<file path="src/rtl/lane_packer_pkg.sv">
package lane_packer_pkg;
  localparam int LANE_CNT = 4;
  localparam int LANE_IDX_W = $clog2(LANE_CNT);

  typedef logic [LANE_IDX_W-1:0] lane_t;

  // strobes from control to datapath
  typedef struct packed {
    logic  packWrite;
    lane_t packLane;
    logic  unpackLoad;
    lane_t unpackLane;
  } strobes_t;

  // byte position within a word -> lane index for the given order
  function automatic lane_t mapLane(input lane_t pos, input logic big);
    return big ? (lane_t'(LANE_CNT - 1) - pos) : pos;
  endfunction
endpackage

</file>
<file path="src/rtl/lane_packer_ctrl.sv">
module lane_packer_ctrl
  import lane_packer_pkg::*;
(
  input  logic     clk,
  input  logic     rst,
  input  logic     bigOrder,
  input  logic     byteInValid,
  output logic     byteInReady,
  output logic     packValid,
  input  logic     packReady,
  input  logic     wordInValid,
  output logic     wordInReady,
  output logic     byteOutValid,
  input  logic     byteOutReady,
  output strobes_t strobes
);
  localparam lane_t LAST = lane_t'(LANE_CNT - 1);

  lane_t packCnt;
  lane_t txCnt;
  logic  packBigQ;
  logic  txBigQ;
  logic  packFull;
  logic  txBusy;
  logic  packSel;
  logic  packAcc;
  logic  loadAcc;
  logic  txAdv;

  // order taken live on the first byte, then held for the rest of the word
  assign packSel     = (packCnt == '0) ? bigOrder : packBigQ;
  assign byteInReady = !packFull;
  assign packAcc     = byteInValid && byteInReady;
  assign packValid   = packFull;

  assign wordInReady  = !txBusy;
  assign loadAcc      = wordInValid && wordInReady;
  assign txAdv        = txBusy && byteOutReady;
  assign byteOutValid = txBusy;

  always_ff @(posedge clk) begin
    if (rst) begin
      packCnt  <= '0;
      packBigQ <= 1'b0;
      packFull <= 1'b0;
    end else begin
      if (packFull && packReady) packFull <= 1'b0;
      if (packAcc) begin
        if (packCnt == '0) packBigQ <= bigOrder;
        packCnt <= packCnt + 1'b1;
        if (packCnt == LAST) packFull <= 1'b1;
      end
    end
  end

  always_ff @(posedge clk) begin
    if (rst) begin
      txCnt  <= '0;
      txBigQ <= 1'b0;
      txBusy <= 1'b0;
    end else if (loadAcc) begin
      txBusy <= 1'b1;
      txCnt  <= '0;
      txBigQ <= bigOrder;
    end else if (txAdv) begin
      txCnt <= txCnt + 1'b1;
      if (txCnt == LAST) txBusy <= 1'b0;
    end
  end

  always_comb begin
    strobes.packWrite  = packAcc;
    strobes.packLane   = mapLane(packCnt, packSel);
    strobes.unpackLoad = loadAcc;
    strobes.unpackLane = mapLane(txCnt, txBigQ);
  end

  assert_word_after_fourth_R3: assert property (@(posedge clk) disable iff (rst)
    (packAcc && packCnt == LAST) |=> packValid);
  assert_word_waits_R3: assert property (@(posedge clk) disable iff (rst)
    (packValid && !packReady) |=> (packValid && !byteInReady));
  assert_busy_until_drained_R7: assert property (@(posedge clk) disable iff (rst)
    (byteOutValid && !(byteOutReady && txCnt == LAST)) |=> (byteOutValid && !wordInReady));
  assert_reset_clears_R10: assert property (@(posedge clk)
    rst |=> (!packValid && !byteOutValid && byteInReady && wordInReady));
endmodule

</file>
<file path="src/rtl/lane_packer_dp.sv">
module lane_packer_dp
  import lane_packer_pkg::*;
#(
  parameter int BYTE_W = 8,
  localparam int WORD_W = BYTE_W * LANE_CNT
) (
  input  logic              clk,
  input  logic              bigOrder,
  input  strobes_t          strobes,
  input  logic [BYTE_W-1:0] byteIn,
  input  logic [WORD_W-1:0] wordIn,
  output logic [WORD_W-1:0] packWord,
  output logic [BYTE_W-1:0] byteOut,
  input  logic [WORD_W-1:0] memRdBytes,
  output logic [WORD_W-1:0] memRdWord,
  input  logic [WORD_W-1:0] memWrWord,
  output logic [WORD_W-1:0] memWrBytes
);
  logic [LANE_CNT-1:0][BYTE_W-1:0] packReg;
  logic [LANE_CNT-1:0][BYTE_W-1:0] txReg;

  for (genvar g = 0; g < LANE_CNT; g++) begin : gLane
    always_ff @(posedge clk) begin
      if (strobes.packWrite && strobes.packLane == lane_t'(g)) packReg[g] <= byteIn;
    end
    // the lane reversal is its own inverse, so reads and writes share one form
    assign memRdWord[g*BYTE_W +: BYTE_W] = bigOrder
      ? memRdBytes[(LANE_CNT-1-g)*BYTE_W +: BYTE_W] : memRdBytes[g*BYTE_W +: BYTE_W];
    assign memWrBytes[g*BYTE_W +: BYTE_W] = bigOrder
      ? memWrWord[(LANE_CNT-1-g)*BYTE_W +: BYTE_W] : memWrWord[g*BYTE_W +: BYTE_W];
  end

  always_ff @(posedge clk) begin
    if (strobes.unpackLoad) txReg <= wordIn;
  end

  assign packWord = packReg;
  assign byteOut  = txReg[strobes.unpackLane];
endmodule

</file>
<file path="src/rtl/lane_packer.sv">
module lane_packer
  import lane_packer_pkg::*;
#(
  parameter int BYTE_W = 8,
  localparam int WORD_W = BYTE_W * LANE_CNT
) (
  input  logic              clk,
  input  logic              rst,
  input  logic              bigOrder,
  input  logic [BYTE_W-1:0] byteIn,
  input  logic              byteInValid,
  output logic              byteInReady,
  output logic [WORD_W-1:0] packWord,
  output logic              packValid,
  input  logic              packReady,
  input  logic [WORD_W-1:0] wordIn,
  input  logic              wordInValid,
  output logic              wordInReady,
  output logic [BYTE_W-1:0] byteOut,
  output logic              byteOutValid,
  input  logic              byteOutReady,
  input  logic [WORD_W-1:0] memRdBytes,
  output logic [WORD_W-1:0] memRdWord,
  input  logic [WORD_W-1:0] memWrWord,
  output logic [WORD_W-1:0] memWrBytes
);
  strobes_t strobes;

  lane_packer_ctrl uCtrl (
    .clk          (clk),
    .rst          (rst),
    .bigOrder     (bigOrder),
    .byteInValid  (byteInValid),
    .byteInReady  (byteInReady),
    .packValid    (packValid),
    .packReady    (packReady),
    .wordInValid  (wordInValid),
    .wordInReady  (wordInReady),
    .byteOutValid (byteOutValid),
    .byteOutReady (byteOutReady),
    .strobes      (strobes)
  );

  lane_packer_dp #(.BYTE_W(BYTE_W)) uDp (
    .clk        (clk),
    .bigOrder   (bigOrder),
    .strobes    (strobes),
    .byteIn     (byteIn),
    .wordIn     (wordIn),
    .packWord   (packWord),
    .byteOut    (byteOut),
    .memRdBytes (memRdBytes),
    .memRdWord  (memRdWord),
    .memWrWord  (memWrWord),
    .memWrBytes (memWrBytes)
  );

  assert_word_stable_R3: assert property (@(posedge clk) disable iff (rst)
    (packValid && !packReady) |=> $stable(packWord));
  assert_byte_stable_R7: assert property (@(posedge clk) disable iff (rst)
    (byteOutValid && !byteOutReady) |=> $stable(byteOut));
endmodule

</file>
<file path="config.mk">
export PLATFORM = sky130hd
export DESIGN_NAME = lane_packer
export DESIGN_NICKNAME = d
export VERILOG_FILES = /design/src/rtl/lane_packer_pkg.sv /design/src/rtl/lane_packer_ctrl.sv /design/src/rtl/lane_packer_dp.sv /design/src/rtl/lane_packer.sv
export SDC_FILE = /design/constraint.sdc
export NUM_CORES = 1
export LEC_CHECK = 0
export ABC_CLOCK_PERIOD_IN_PS = 2000
export BUFFER_PORTS_ARGS = -buffer_cell sky130_fd_sc_hd__buf_2
export CAP_MARGIN = 20
export CORE_MARGIN = 4
export CORE_UTILIZATION = 36
export DETAILED_ROUTE_END_ITERATION = 16
export PLACE_DENSITY = 0.71
export SETUP_SLACK_MARGIN = 0.05
export SYNTH_ARGS = -nofsm -noshare
export SYNTH_HDL_FRONTEND = slang
export SYNTH_HIERARCHICAL = 1
export SYNTH_SLANG_ARGS = --single-unit
</file>
<file path="constraint.sdc">
create_clock -name clk -period 2 [get_ports clk]
set_input_delay 0.3 -clock clk [delete_from_list [all_inputs] [get_ports clk]]
set_output_delay 0.3 -clock clk [all_outputs]
set_load 0.05 [all_outputs]
</file>
# Word level (Yosys, flattened, before mapping)
# Cells that the tools add are included.
# word_totals
elab_cells	59
regBits	72
input_bits	111
output_inout_bits	108
# classes
order_cmp	1
addsub	4
n_reduce_logical	16
n_eq_ne	5
muxes	19
# ops
operator	n
$mux W8	9
$bmux W8 S2	1
$eq A2 B2 Y1 const B	4
$logic_and A1 B1 Y1	8
$mux W1	7
$add A2 B1 Y2 const B	2
$logic_not A2 Y1	2
$mux W2	2
$reduce_bool A2 Y1	2
$sub A2 B2 Y2 const A	2
$lt A2 B3 Y1 const B	1
$eq A2 B1 Y1 const B	1
$logic_not A1 Y1	2
$reduce_and A2 Y1	1
$reduce_or A2 Y1	1

# Longest topological paths before layout
# logic_depth
depth_word	5
depth_mapped	5
ltp_nobuf	5

# By module
# Netlist, hierarchy kept.
# by_module_without_submodules
module	cells_per_inst	area_per_inst_um2	instances	seq_area_each_um2
lane_packer_dp	149	2949.1	1	1921.8
lane_packer_ctrl	49	451.7	1	160.2

# Worst setup path before layout
# No wires, ideal clock.
# synth_timing
path_type	flip-flop to flip-flop
start	register uCtrl.packCnt[0]
end	register uDp.packReg, in the netlist uDp/packWord[0] (enable)
n_path_buf	0
setup_time_ps	385
path_slack_ps	-112
path_stages_with_launch	6
arrival_ps	1726
synth_period_minus_slack_ps	2112
cell_sequence	dfxtp_1 inv_1 ha_1 mux2i_1 xnor2_1 nor3b_1
# synth_lines
element	line	source
from (decl)	lane_packer_ctrl.sv:19	lane_t packCnt;
from (signal assigned)	lane_packer_ctrl.sv:50	packCnt <= packCnt + 1'b1;
to (signal, indexed assignment)	lane_packer_dp.sv:24	if (strobes.packWrite && strobes.packLane == lane_t'(g)) packReg[g] <= byteIn;
to (decl)	lane_packer_dp.sv:19	logic [LANE_CNT-1:0][BYTE_W-1:0] packReg;

==> qor.csv <==
metric;value;unit
gr ovfl total;0;
RSZ-0062 raised after global routing;true;
commonest non-fill, non-tap cells in the layout;buf_2, mux2_2, edfxtp_1;
Die Wd;105.2;um
Post-DP Area;0.004578;mm^2
Data arrival, critical path;1.72;ns
Die Span Y;105.2;um
H-Tree Depth;3;
R2R Setup Slk;0.17;ns
reg2reg start;uCtrl/packCnt[1]$_SDFFE_PP0P_;
Final min period;2.018;ns
initial DRC count;55;
post-route ant nets;0;
met2 Usage GRT;27.73;%
via count;2544;
synth warn;6;
Port-buffer cells;218;
Mapped Area;0.003401;mm^2
CP endpoint;byteOut[5];
largest net degree at the start of global routing;51;
worst-path cell chain;xor2_2 > buf_6 > mux4_2 > buf_8;
Largest delay share family, worst path;multiplexers;
fin nets;537;
Crit Reg-Reg Endpoint;uDp/packWord[10]$_DFFE_PP_;
post-synthesis cell type count;28;
FP Rows;35;
Net Switching;1490;uW
Max-Cap Viols;0;
Max FO, Critical Path;8;
Worst Path Required;1.70;ns
hold depth;1;
cell area after layout;0.004851;mm^2
Critical Path Start;uCtrl/txBigQ$_SDFFE_PP0P_;
Die Area;0.01107;mm^2
Non-Filler Instances;539;
WP buf/inv;2;
Max Root-Sink Buffers;2;
Power Density;852.1;mW/mm^2
WS Path Type;reg -> out;
Worst-path clk slew;0.07;ns
CTS sink cnt;72;
internal power;2643;uW
Setup crit end kind;output port;
critical path launch point type;flop;
Synth Register Bits;72;
pre-CTS worst setup slack;0.04388;ns
mux cell area share after synthesis;27.37;%
DR pass1 iterations;4;
most common cell after layout, fill and taps aside;buf_2;
Net Sw Frac;36.05;%
Min Hold Slack;0.1389;ns
post-synthesis instance total;198;
hold violation total from the final report;0;
via/cell ratio;4.720;
slowest CP cell;mux4_2;
Post-Route WL;8.485;mm
M1 GR Usage;16.16;%
Flop pwr share;43.5;%
Hold WC Path Type;in -> reg;
Initial Utilization;36.98;%
XOR/XNOR share of the synthesized area;1.288;%
clk_lat worst skew;0.33;ns
Clk network pwr share;23.4;%
Post-route DRC;0;
syn avg cell area;17.18;um^2
wire per inst;15.74;um
busiest grt layer;met2;
Post-Synth Adder-Cell Area;1.104;%
Worst path depth;4;
final critical-path setup slack;-0.01751;ns
clk root buf;clkbuf_8;
placed cells;521;
failing checks;setup timing;
vias in the first global route;2679;
Placer Congestion;0.8096;
Tcrit/Tclk final;100.9;%
Filler cells;806;
syn nets;312;
Inserted Clock Buffers;9;
synth-to-layout area growth;42.64;%
Seq/Total Area, Yosys;61.22;%
Reg area;0.002086;mm^2
CTS tree;yes;
clock skew;0.002933;ns
share of cells above drive strength 1;76.87;%
R2R depth;5;
status;complete, but fails checks;
CP max stage delay;0.54;ns
FMAX;495.7;MHz
largest family of logic cells by synthesized area;multiplexers;
worst slew margin relative to its limit;71.95;%
I/O pin cnt;219;
Worst VDD drop;0.3200;mV
gr usage total;15.05;%
Slew Viols, Final;0;
combinational share of power;33.1;%
leakage power;0.002129;uW
hold_buf cts;0;
post-synthesis compound-gate area fraction;2.244;%
Finish-stage setup viols;3;
first-pass GRT wire length;13.14;mm
DP HPWL;6.981;mm
# diodes;0;
post-synthesis simple-gate area fraction;2.208;%
Multi-input gate area;0.001197;mm^2
met3 usage;3.891;%
Worst Max-Slew Pin Slew;0.4201;ns
initial antenna violation count;1;
Core Region;0.009196;mm^2
==> power by group through the flow <==
stage          logic [uW]  clock network, uW  registers, uW
6_report             1370                968           1800
3_5_place_dp         1320                  0           1830
4_1_cts              1370               1000           1800
3_3_place_gp         1300                  0           1830
2_1_floorplan         810                  0           2000
5_1_grt              1440               1080           1810
==> worst min path at each step <==
stage / startpoint / end / slack (ns)
final: wordIn[28] / uDp/txReg[28]$_DFFE_PP_ / 0.14
after global routing: wordIn[7] / uDp/txReg[7]$_DFFE_PP_ / 0.11
after global placement: wordIn[23] / uDp/txReg[23]$_DFFE_PP_ / 0.48
after detailed placement: wordIn[3] / uDp/txReg[3]$_DFFE_PP_ / 0.48
after CTS: wordIn[28] / uDp/txReg[28]$_DFFE_PP_ / 0.12
after floorplan: byteIn[0] / uDp/packWord[0]$_DFFE_PP_ / 0.40
==> routing by layer <==
metal / vias up / part of all wire [%]
met2: 130 / 53
met1: 1188 / 37
met5: - / 0.14
met3: 14 / 7.8
li1: 1210 / -
met4: 2 / 1.7
==> synth_stat cells, drive strengths merged <==
library cell	count	area share (%)
nand2	1	0.11
a211oi	2	0.44
nor2	4	0.66
a2bb2oi	1	0.26
and3b	2	0.52
nor3b	1	0.22
nor2b	2	0.37
o21ai	1	0.15
buf	12	3.6
and3	1	0.18
mux2i	3	0.88
a21oi	5	0.85
mux2	64	21
ha	3	1.1
edfxtp	64	57
clkbuf	2	0.26
xnor2	3	0.77
dfxtp	8	4.7
nand3	1	0.15
a21bo	1	0.29
inv	6	0.66
xor2	2	0.52
a311oi	1	0.26
mux4	8	5.3
==> area by class of cell <==
class / instances / share of cell area (%)
inverters: 6 / 0.4643
flip-flops and latches: 72 / 43.00
clock buffers: 9 / 2.554
well taps: 111 / 2.863
multi-input cells: 106 / 24.68
clock inverters: 7 / 0.9543
repair buffers: 228 / 25.48
==> per-stage QoR <==
step	TNS (ns)	power (uW)	util, %
4_1_cts	-0.5021	4170	52.48
5_1_grt	-0.6693	4324	52.75
3_3_place_gp	0	3129	49.78
2_1_floorplan	0	2810	-
3_5_place_dp	0	3149	49.78
6_report	-0.02624	4134	52.75
==> worst reg2reg max path: cells and delay by family, from the launching register on <==
kind                     cells  cell delay [ns]
adder cells (fa/ha/maj)      1             0.21
buffers and inverters        1             0.06
AND/OR/NAND/NOR              1             0.37
flip-flops                   1             0.35
multiplexers                 1             0.32
XOR/XNOR                     1             0.23
==> registers in the layout, summed over array words and instances (netlist names) <==
register,cells
uDp/txReg,32
uCtrl/packValid,1
uCtrl/packCnt,2
uCtrl/byteOutValid,1
uCtrl/txCnt,2
uCtrl/packBigQ,1
uCtrl/txBigQ,1
uDp/packWord,32
==> timing repair <==
action,in CTS,in global routing
endpoints found under the setup margin,24,32
resized for setup,22,6
pin swaps,1,1
setup buffers,2,0
==> cells by family after synthesis <==
kind of cell               count (synthesis)
muxes                                     75
DFF                                       72
AOI/OAI and AO/OA                         11
and+or+nand+nor                           12
buffers and inverters                     20
xor gates and xnor gates                   5
adders and majority gates                  3
Power figures use the tool's default switching activity.
